<file path="config.mk">
export PLATFORM = sky130hd
export DESIGN_NAME = nhr_host_regs
export DESIGN_NICKNAME = d
export VERILOG_FILES = /design/src/rtl/nhr_pkg.sv /design/src/rtl/nhr_wstrobe.sv /design/src/rtl/nhr_cmd.sv /design/src/rtl/nhr_intr.sv /design/src/rtl/nhr_page1.sv /design/src/rtl/nhr_host_regs.sv
export SDC_FILE = /design/constraint.sdc
export NUM_CORES = 1
export LEC_CHECK = 0
export BUFFER_PORTS_ARGS = -buffer_cell sky130_fd_sc_hd__buf_2
export CAP_MARGIN = 20
export CORE_MARGIN = 10
export CORE_UTILIZATION = 30
export CTS_BUF_LIST = sky130_fd_sc_hd__clkbuf_4 sky130_fd_sc_hd__clkbuf_8 sky130_fd_sc_hd__clkbuf_16
export DETAILED_ROUTE_END_ITERATION = 10
export GPL_TIMING_DRIVEN = 0
export SLEW_MARGIN = 0
export SYNTH_ARGS = -nofsm -noshare
export SYNTH_HDL_FRONTEND = slang
export SYNTH_HIERARCHICAL = 1
export SYNTH_SLANG_ARGS = --single-unit
</file>
<file path="constraint.sdc">
create_clock -name clk -period 4.25 [get_ports clk]
set_input_delay 0.425 -clock clk [delete_from_list [all_inputs] [get_ports clk]]
set_output_delay 0.425 -clock clk [all_outputs]
set_load 0.005 [all_outputs]
</file>
<file path="src/rtl/nhr_pkg.sv">
package nhr_pkg;
  typedef enum logic [1:0] {
    RS_STOP  = 2'd0,
    RS_RUN   = 2'd1,
    RS_DRAIN = 2'd2
  } run_e;

  localparam int OFS_CMD  = 0;
  localparam int OFS_IST  = 1;
  localparam int OFS_IMK  = 2;
  localparam int OFS_CUR  = 7;
  localparam int OFS_STA0 = 1;

  localparam logic [7:0] IST_RESET = 8'h80;
  localparam logic [7:0] CMD_RESET = 8'h01;

  // Next status value: write-one-to-clear, then new events win
  function automatic logic [7:0] w1c_next(input logic [7:0] cur,
                                          input logic [7:0] clr,
                                          input logic [7:0] set);
    return (cur & ~clr) | set;
  endfunction

  // Interrupt request from status and mask; bit 7 never participates
  function automatic logic irq_of(input logic [7:0] st, input logic [7:0] mk);
    return |(st[6:0] & mk[6:0]);
  endfunction
endpackage

</file>
<file path="src/rtl/nhr_wstrobe.sv">
module nhr_wstrobe (
  input  logic clk,
  input  logic rst_n,
  input  logic wr_n,
  output logic commit
);
  logic prev_q;

  always_ff @(posedge clk or negedge rst_n) begin
    if (!rst_n) prev_q <= 1'b1;
    else        prev_q <= wr_n;
  end

  assign commit = !wr_n && prev_q;
endmodule

</file>
<file path="src/rtl/nhr_cmd.sv">
module nhr_cmd
  import nhr_pkg::*;
#(
  parameter int DW = 8
) (
  input  logic          clk,
  input  logic          rst_n,
  input  logic          wr_cmd,
  input  logic [DW-1:0] wdata,
  input  logic          link_busy,
  input  logic          tx_done,
  output logic [1:0]    page,
  output logic [DW-1:0] cmd_value,
  output logic          tx_start,
  output logic          dma_abort,
  output logic          stop_entry,
  output logic          offline
);
  run_e       state_q;
  logic [1:0] ps_q;
  logic [2:0] rd_q;
  logic       sta_q, txp_q, txs_q, abt_q;
  logic       start_wr, drain_done;

  assign start_wr   = wr_cmd && !wdata[0] && wdata[1];
  assign drain_done = (state_q == RS_DRAIN) && !link_busy;
  assign stop_entry = drain_done && !start_wr;

  always_ff @(posedge clk or negedge rst_n) begin
    if (!rst_n) begin
      state_q <= RS_STOP;
      ps_q    <= 2'b00;
      rd_q    <= 3'b000;
      sta_q   <= 1'b0;
      txp_q   <= 1'b0;
      txs_q   <= 1'b0;
      abt_q   <= 1'b0;
    end else begin
      txs_q <= 1'b0;
      abt_q <= 1'b0;
      if (tx_done) txp_q <= 1'b0;
      if (stop_entry) state_q <= RS_STOP;
      if (wr_cmd) begin
        ps_q  <= wdata[7:6];
        rd_q  <= wdata[5:3];
        sta_q <= wdata[1];
        if (wdata[5]) begin
          txp_q <= 1'b0;
          abt_q <= 1'b1;
        end else if (wdata[2] && state_q == RS_RUN) begin
          txp_q <= 1'b1;
          txs_q <= 1'b1;
        end
        if (wdata[0]) begin
          if (state_q == RS_RUN) state_q <= RS_DRAIN;
        end else if (wdata[1]) begin
          state_q <= RS_RUN;
        end
      end
    end
  end

  assign page      = ps_q;
  assign cmd_value = {ps_q, rd_q, txp_q, sta_q, state_q != RS_RUN};
  assign tx_start  = txs_q;
  assign dma_abort = abt_q;
  assign offline   = (state_q == RS_STOP);
endmodule

</file>
<file path="src/rtl/nhr_intr.sv">
module nhr_intr
  import nhr_pkg::*;
#(
  parameter int DW = 8
) (
  input  logic          clk,
  input  logic          rst_n,
  input  logic          wr_ist,
  input  logic          wr_imk,
  input  logic [DW-1:0] wdata,
  input  logic [6:0]    events,
  input  logic          stop_entry,
  output logic [DW-1:0] status,
  output logic [DW-1:0] mask,
  output logic          irq
);
  logic [DW-1:0] st_q, mk_q, set_v, clr_v;

  assign set_v = {stop_entry, events};
  assign clr_v = wr_ist ? wdata : '0;

  always_ff @(posedge clk or negedge rst_n) begin
    if (!rst_n) begin
      st_q <= IST_RESET;
      mk_q <= '0;
    end else begin
      st_q <= w1c_next(st_q, clr_v, set_v);
      if (wr_imk) mk_q <= {1'b0, wdata[6:0]};
    end
  end

  assign status = st_q;
  assign mask   = mk_q;
  assign irq    = irq_of(st_q, mk_q);
endmodule

</file>
<file path="src/rtl/nhr_page1.sv">
module nhr_page1
  import nhr_pkg::*;
#(
  parameter int DW        = 8,
  parameter int AW        = 4,
  parameter int N_STATION = 6
) (
  input  logic          clk,
  input  logic          rst_n,
  input  logic          wr_en,
  input  logic [AW-1:0] addr,
  input  logic [DW-1:0] wdata,
  output logic [DW-1:0] rdata
);
  logic [DW-1:0] sta_q [N_STATION];
  logic [DW-1:0] cur_q;
  logic [DW-1:0] sel [N_STATION];

  for (genvar i = 0; i < N_STATION; i++) begin : g_sta
    always_ff @(posedge clk or negedge rst_n) begin
      if (!rst_n) sta_q[i] <= '0;
      else if (wr_en && addr == AW'(OFS_STA0 + i)) sta_q[i] <= wdata;
    end
    if (i == 0) begin : g_first
      assign sel[i] = (addr == AW'(OFS_STA0 + i)) ? sta_q[i] : '0;
    end else begin : g_rest
      assign sel[i] = sel[i-1] | ((addr == AW'(OFS_STA0 + i)) ? sta_q[i] : '0);
    end
  end

  always_ff @(posedge clk or negedge rst_n) begin
    if (!rst_n) cur_q <= '0;
    else if (wr_en && addr == AW'(OFS_CUR)) cur_q <= wdata;
  end

  assign rdata = sel[N_STATION-1] | ((addr == AW'(OFS_CUR)) ? cur_q : '0);
endmodule

</file>
<file path="src/rtl/nhr_host_regs.sv">
module nhr_host_regs
  import nhr_pkg::*;
#(
  parameter int DW        = 8,
  parameter int AW        = 4,
  parameter int N_STATION = 6
) (
  input  logic          clk,
  input  logic          rst_n,
  input  logic [AW-1:0] host_addr,
  input  logic [DW-1:0] host_wdata,
  input  logic          host_rd_n,
  input  logic          host_wr_n,
  output logic [DW-1:0] host_rdata,
  output logic          host_rdata_oe,
  input  logic          link_busy,
  input  logic          ev_rdc,
  input  logic          ev_cnt,
  input  logic          ev_ovw,
  input  logic          ev_txe,
  input  logic          ev_rxe,
  input  logic          ev_ptx,
  input  logic          ev_prx,
  output logic          irq,
  output logic          tx_start,
  output logic          dma_abort,
  output logic          offline
);
  logic          wr_commit, stop_entry;
  logic          wr_cmd, wr_ist, wr_imk, wr_p1;
  logic [1:0]    pg;
  logic [DW-1:0] cmd_v, st_q, mk_q, p1_rd;
  logic [DW-1:0] rd_mux;
  logic [6:0]    ev_vec;

  assign ev_vec = {ev_rdc, ev_cnt, ev_ovw, ev_txe, ev_rxe, ev_ptx, ev_prx};

  nhr_wstrobe u_wstb (
    .clk(clk), .rst_n(rst_n), .wr_n(host_wr_n), .commit(wr_commit)
  );

  assign wr_cmd = wr_commit && host_addr == AW'(OFS_CMD);
  assign wr_ist = wr_commit && pg == 2'd0 && host_addr == AW'(OFS_IST);
  assign wr_imk = wr_commit && pg == 2'd0 && host_addr == AW'(OFS_IMK);
  assign wr_p1  = wr_commit && pg == 2'd1;

  nhr_cmd #(.DW(DW)) u_cmd (
    .clk(clk), .rst_n(rst_n), .wr_cmd(wr_cmd), .wdata(host_wdata),
    .link_busy(link_busy), .tx_done(ev_ptx | ev_txe),
    .page(pg), .cmd_value(cmd_v), .tx_start(tx_start),
    .dma_abort(dma_abort), .stop_entry(stop_entry), .offline(offline)
  );

  nhr_intr #(.DW(DW)) u_intr (
    .clk(clk), .rst_n(rst_n), .wr_ist(wr_ist), .wr_imk(wr_imk),
    .wdata(host_wdata), .events(ev_vec), .stop_entry(stop_entry),
    .status(st_q), .mask(mk_q), .irq(irq)
  );

  nhr_page1 #(.DW(DW), .AW(AW), .N_STATION(N_STATION)) u_p1 (
    .clk(clk), .rst_n(rst_n), .wr_en(wr_p1), .addr(host_addr),
    .wdata(host_wdata), .rdata(p1_rd)
  );

  always_comb begin
    rd_mux = '0;
    if (host_addr == AW'(OFS_CMD)) begin
      rd_mux = cmd_v;
    end else begin
      case (pg)
        2'd0: begin
          if (host_addr == AW'(OFS_IST))      rd_mux = st_q;
          else if (host_addr == AW'(OFS_IMK)) rd_mux = mk_q;
        end
        2'd1:    rd_mux = p1_rd;
        default: rd_mux = '0;
      endcase
    end
  end

  assign host_rdata_oe = !host_rd_n;
  assign host_rdata    = host_rd_n ? '0 : rd_mux;
endmodule

</file>
==> results.toml, run 1 <==
[floorplanning]
dieArea_mm2 = 0.0193
die_x_um = 139
die_y_um = 139
rows = 43
start_util_pct = 30.6
core_mm2 = 0.0139
io_pins = 37

[synth]
yosys_warnings = 6
ys_seq_elements = 83
synth_edf_count = 0
yosysSeqAreaShare_pct = 49.0
synth_nets = 355
synth_area_per_cell_um2 = 12.8
ys_types = 43
syn_inst = 331
syn_area_mm2 = 0.00424
async_reset_ff_share_pct = 100
synth_flop_cell = "dfrtp_1"

[clocking]
cts_tree = "yes"
cts_buffers = 9
numClockSinks = 83
post_cts_resized = 0
clock_path_buffers = 2
clock-root-buffer = "clkbuf_16"
cts_setup_buffers = 0
cts.clk_slew.worst_paths_ns = 0.06
htreeDepth = 3
clk_latency_ns = 0.33

[pwr]
seqPwrFrac_pct = 47.4
p_leak_nw = 2.41
power-per-cell-area_mw_per_mm2 = 380
clkPwrFrac_pct = 40.3
ir_drop_mv = 0.238
sw_frac_of_total_pct = 23.6
combPwrFrac_pct = 12.4
power.switching_w = 0.000447
power.internal_w = 0.00145
power.total_w = 0.00189

[drt]
vias = 2888
post_drt_wl_per_cell_um = 18.5
drt-total-wl_um = 10500
viasPerCell = 5.10
antenna_left = 0
drtIter0Drc = 222
dr.pass1.iters = 4
drc_errors = 0

[timing]
rsz0062_at_grt = "false"
layout_min_cycle_time_ns = 2.94
slew_viol_final = 0
fin_crit_sh_pct = 69.3
setup_viol = 0
fmax_mhz = 340
skew_ns = 0.00396
hold_ws_ns = 0.219
tns_ns = 0
tightest_slew_ns = 1.05
max_slew_margin_pct = 30.0
finalHoldViolCount = 0

[final_layout]
drive_above_1_share_pct = 47.7
syn2layout_area_growth_pct = 17.6
insertedDiodeCount = 0
final_util_pct = 35.9
layout.nets = 405

[setup_path]
cp_max_fo = 12
worstPathArrival_ns = 2.52
worst-r2r-cell-count = 7
r2r_start = "u_cmd/page[1]"
cp_slowest_stage_delay_ns = 0.86
crit_type = "in -> out"
slowest_stage = "nor3b_1"
worst_setup_path_start_kind = "input pin"
required_ns = 3.83
crit_buf_inv = 3
worst-path-stages = 8
reg2reg_to = "u_p1/sta_q[15]"
r2r_setup_slack_ns = 1.86
crit_family = "simple AND/OR/NAND/NOR gates"
endpoint_kind = "output port"
path_cells = "buf_2, buf_4, nor3b_1, a22oi_1, nand2_1, nand2_1, a31oi_2, buf_2"

[place]
numPortBuffers = 36
dp_hpwl_um = 7470
gp_congestion = 0.839

[hold_path]
min_to = "u_wstb/prev_q"
holdCritPathClass = "in -> reg"
min_from = "host_wr_n"
whs_path_depth = 1

[global_routing]
antenna_found_initial = 0
grt_pass1_wl_um = 17200
grt_max_degree = 63
grt_pass1_vias = 3087
track_usage_pct = 11.0
grt_overflow_total = 0

[status]
status = "complete, no violations"

[job]
maxCapViolCount = 0
==> cells in the final DEF (no fill, tap or decap), types with 3 or more instances in the layout <==
master     instances
nand2_1           26
and3b_1           10
mux2_4            15
a21oi_1            4
nor3b_1            4
buf_4              7
o21ai_0           15
clkbuf_1           4
a21o_1             8
nor2_1             4
nand4b_1           3
and3b_2            8
clkinv_2           3
buf_6              4
dfrtp_1           81
a22oi_1           18
a31oi_1            7
mux2_2            78
buf_2             40
clkbuf_16          9
==> cell usage after synthesis, types with 2 or more instances <==
master    instances  area, um2
buf_4             6       45.0
inv_1             2       7.51
buf_6             4       45.0
and3b_2           8       80.1
o21ai_0          15       75.1
mux2_2           78        878
mux2_4           15        225
buf_2             5       25.0
clkbuf_1          4       15.0
nor3b_4           2       37.5
dfstp_2           2       52.6
a31oi_1           7       43.8
a22oi_1          18        135
dfrtp_1          81       2030
a21o_1            8       60.1
nor3b_1           4       30.0
and3b_1          10       87.6
nor4b_2           2       30.0
and2_1            2       12.5
nor2_1            4       15.0
nand2b_1          2       12.5
nand4b_1          3       26.3
nand2_1          26       97.6
a21oi_1           4       20.0
==> through the flow <==
stage / cells / instance area, um2 / setup WS [ns]
floorplan: 331 / 4240 / 2.16
global placement: 547 / 4650 / 1.30
detailed placement: 548 / 4680 / 1.30
CTS: 565 / 4980 / 1.24
global route: 566 / 4990 / 1.17
finish: 566 / 4990 / 1.31
==> power groups by stage <==
stage | logic [W] | clock network, W | registers (W)
global placement | 0.000225 | 0 | 0.000906
finish | 0.000235 | 0.000763 | 0.000897
floorplan | 0.000153 | 0 | 0.000896
global route | 0.000258 | 0.000824 | 0.000905
detailed placement | 0.000235 | 0 | 0.000910
CTS | 0.000237 | 0.000789 | 0.000896
==> how the worst max path moves through the flow <==
stage                      to  slack [ns]          start
2_1_floorplan  u_p1/sta_q[16]        2.16  u_cmd/page[1]
3_3_place_gp    host_rdata[4]        1.30   host_addr[1]
3_5_place_dp    host_rdata[6]        1.30   host_addr[1]
4_1_cts         host_rdata[6]        1.24   host_addr[1]
5_1_grt         host_rdata[6]        1.17   host_addr[1]
6_report        host_rdata[6]        1.31   host_addr[1]
==> layout make-up <==
type / count / area [um2]
Timing Repair Buffer: 39 / 225
Clock buffer: 11 / 240
Fill cell: 1373 / 8890
Clock inverter: 5 / 53.8
Sequential cell: 83 / 2080
Buffer: 21 / 139
Multi-Input combinational cell: 225 / 2020
Tap cell: 180 / 225
Inverter: 2 / 7.51
==> cell families after synthesis <==
family | count (synthesis) | share of synthesized area [%]
buffers and inverters | 23 | 3.45
AO/OA/AOI/OAI | 56 | 8.82
multiplexers | 93 | 26.0
AND/OR/NAND/NOR | 75 | 12.6
flip-flops | 83 | 49.0
other | 1 | 0.0884
==> flip-flops by register name, indices dropped and copies added (netlist names) <==
name             flops
u_wstb/prev_q        1
u_cmd/page           2
u_cmd/state_q        2
u_cmd/rd_q           3
u_cmd/sta_q          1
u_p1/sta_q          48
u_cmd/tx_start       1
u_cmd/txp_q          1
u_intr/status        8
u_cmd/dma_abort      1
u_p1/cur_q           8
u_intr/mask          7
==> layer usage <==
metal  GRT usage [%]  vias to the layer above  routed length (um)
met4            3.73                        0                 193
met2            17.1                       77                4930
li1                -                     1314                   -
met5               0                        -                   0
met1            14.3                     1483                4820
met3            3.01                       14                 534
==> repair_timing <==
item                       CTS  global route
hold endpoints to repair    19             0
setup endpoints to repair    0             0
hold buffers                 1             0
(Power assumes the default switching activity.)
==> run 2: changes to the inputs <==
Settings changed: ABC_AREA set to 1.
Clock period 4.25 ns to 3 ns, I/O delays scaled along.
==> results.toml, run 2 <==
[status]
status = "complete, no violations"

[global_routing]
grt_pass1_wl_um = 20300
met1_usage_pct = 17.5
grt_busiest_layer = "met2"
antenna_found_initial = 0
grt_overflow_total = 0
gr-usage-met3_pct = 2.15
grt_max_degree = 51
grt_pass1_vias = 3743
met2_usage_pct = 19.6
track_usage_pct = 12.8

[clocking]
cts_setup_buffers = 0
htreeDepth = 3
numClockSinks = 83
cts_buffers = 9
cts_tree = "yes"
post_cts_resized = 0
clk_latency_ns = 0.34
hold_buffers = 1
cts.clk_slew.worst_paths_ns = 0.06
clock_path_buffers = 2
clock-root-buffer = "clkbuf_16"

[synth]
async_reset_ff_share_pct = 100
ys_types = 28
syn_area_mm2 = 0.00439
yosysTopAreaCell = "dfrtp_1"
synth_area_per_cell_um2 = 7.64
netlist.area_leader.share_pct = 46.2
netlist_top_cells_count = "nand2_1 (183), dfrtp_1 (81), nand3_1 (73), o21ai_0 (53), inv_1 (45)"
yosys_warnings = 6
yosysSeqAreaShare_pct = 47.4
synth.most_common_cell = "nand2_1"
synth_edf_count = 0
synth_nets = 599
syn_inst = 575
synth_flop_cell = "dfrtp_1"
synth_area_leaders = "dfrtp_1 (46%), nand2_1 (16%), nand3_1 (8.3%)"
ys_seq_elements = 83

[final_layout]
multi_input_area_mm2 = 0.00197
syn2layout_area_growth_pct = 17.2
n_fill_cell = 1531
largest_reg_flops = 48
layout.nets = 648
seq_area_mm2 = 0.00208
insertedDiodeCount = 0
stdcell_count = 813
largest_register = "u_p1/sta_q"
final_util_pct = 35.7
drive_above_1_share_pct = 17.2
final_cell_mix = "nand2_1 (183), dfrtp_1 (81), nand3_1 (73)"
layout_commonest_cell = "nand2_1"

[timing]
fmax_mhz = 422
layout_min_cycle_time_ns = 2.37
finalHoldViolCount = 0
setup_viol = 0
fin_crit_sh_pct = 79.0
slew_viol_final = 0
tns_ns = 0
tightest_slew_ns = 0.574
max_slew_margin_pct = 61.5
skew_ns = 0.00387
rsz0062_at_grt = "false"

[drt]
viasPerCell = 4.83
drt-total-wl_um = 12400
antenna_left = 0
vias = 3927
drc_errors = 0
dr.pass1.iters = 5
drtIter0Drc = 335
post_drt_wl_per_cell_um = 15.3

[setup_path]
crit_type = "in -> out"
worst_setup_path_start_kind = "input pin"
worstPathArrival_ns = 2.07
worst-r2r-cell-count = 8
endpoint_kind = "output port"
cp_max_fo = 10
cpMostUsedCell = "nand2_1"
slowest_stage = "clkbuf_1"
cp_slowest_stage_delay_ns = 0.41
path_cells = "buf_2, inv_2, nor2_4, clkbuf_1, nand3_1, nand2_1, nor2_1, nand2_1, nand3_1, nand2_1, inv_1, a21oi_1, buf_2"
r2r_setup_slack_ns = 0.96
required_ns = 2.70

[floorplanning]
start_util_pct = 30.4
die_y_um = 141
die_x_um = 141
rows = 44
core_mm2 = 0.0144
dieArea_mm2 = 0.0199
io_pins = 37

[pwr]
power-per-cell-area_mw_per_mm2 = 546
ir_drop_mv = 0.248
power.total_w = 0.00281
p_leak_nw = 2.65

[place]
numPortBuffers = 36
dp_hpwl_um = 8780
gp_congestion = 0.869
dp_cells = 796

[hold_path]
holdCritPathClass = "in -> reg"
whs_path_depth = 1

[job]
maxCapViolCount = 0
==> run 2: cell types whose count changed in the layout (fill, tap and decap cells not counted), sizes merged, moves of 18 or more <==
cell / before / now
nand2: 26 / 188
nor2: 5 / 49
nand3: 1 / 76
and3b: 18 / 0
mux2: 93 / 0
a22oi: 18 / 0
inv: 2 / 53
o21ai: 16 / 79
==> run 2: power breakdown <==
part	total (W)	switching [W]	leakage, nW	internal [W]
combinational	0.000370	0.000251	1.48	0.000120
clock	0.00113	0.000431	0.155	0.000704
sequential	0.00130	0.0000656	1.02	0.00124
==> run 2: through the flow <==
step	instance area, um2	hold WS (ns)	setup slack [ns]
2_1_floorplan	4390	0.00441	1.30
3_3_place_gp	4800	0.426	0.655
3_5_place_dp	4830	0.290	0.670
4_1_cts	5150	0.0675	0.656
5_1_grt	5150	0.0726	0.434
6_report	5150	0.0808	0.630
==> run 2: worst max-delay path: cells and delay by family <==
family                 cells  cell delay (ns)
buffers and inverters      5             0.80
and+or+nand+nor            7             0.80
AOI/OAI and AO/OA          1             0.16
==> run 2: cell type report <==
class | instances | area share, %
inverter | 53 | 3.87
multi-input combinational | 416 | 38.3
clock buffer | 14 | 5.23
sequential | 83 | 40.4
buffer | 23 | 2.80
tap | 184 | 4.47
timing repair buffer | 38 | 4.28
clock inverter | 2 | 0.681
==> run 2: metal layers <==
layer	wire, um	vias to the layer above
li1	-	1940
met1	5940	1881
met2	5740	88
met3	516	18
met4	233	0
met5	0	-
==> run 2: kinds of logic (layout without fill, tap and decap cells) <==
family | count (synthesis) | in the layout | synth area share, %
flops | 83 | 83 | 47.4
other cells | 1 | 1 | 0.0854
simple gates | 319 | 319 | 33.0
compound gates | 96 | 96 | 11.7
buf+inv | 76 | 130 | 7.81
==> run 2: path summary, 6_finish.rpt <==
path | to | startpoint
setup / recovery | host_rdata[4] | host_addr[2]
max in group asynchronous | u_p1/sta_q[20] | rst_n
min in group asynchronous | u_intr/mask[2] | rst_n
hold / removal | u_wstb/prev_q | host_wr_n
setup reg to reg | u_p1/sta_q[9] | u_cmd/page[0]
hold reg to reg | u_p1/sta_q[26] | u_p1/sta_q[26]
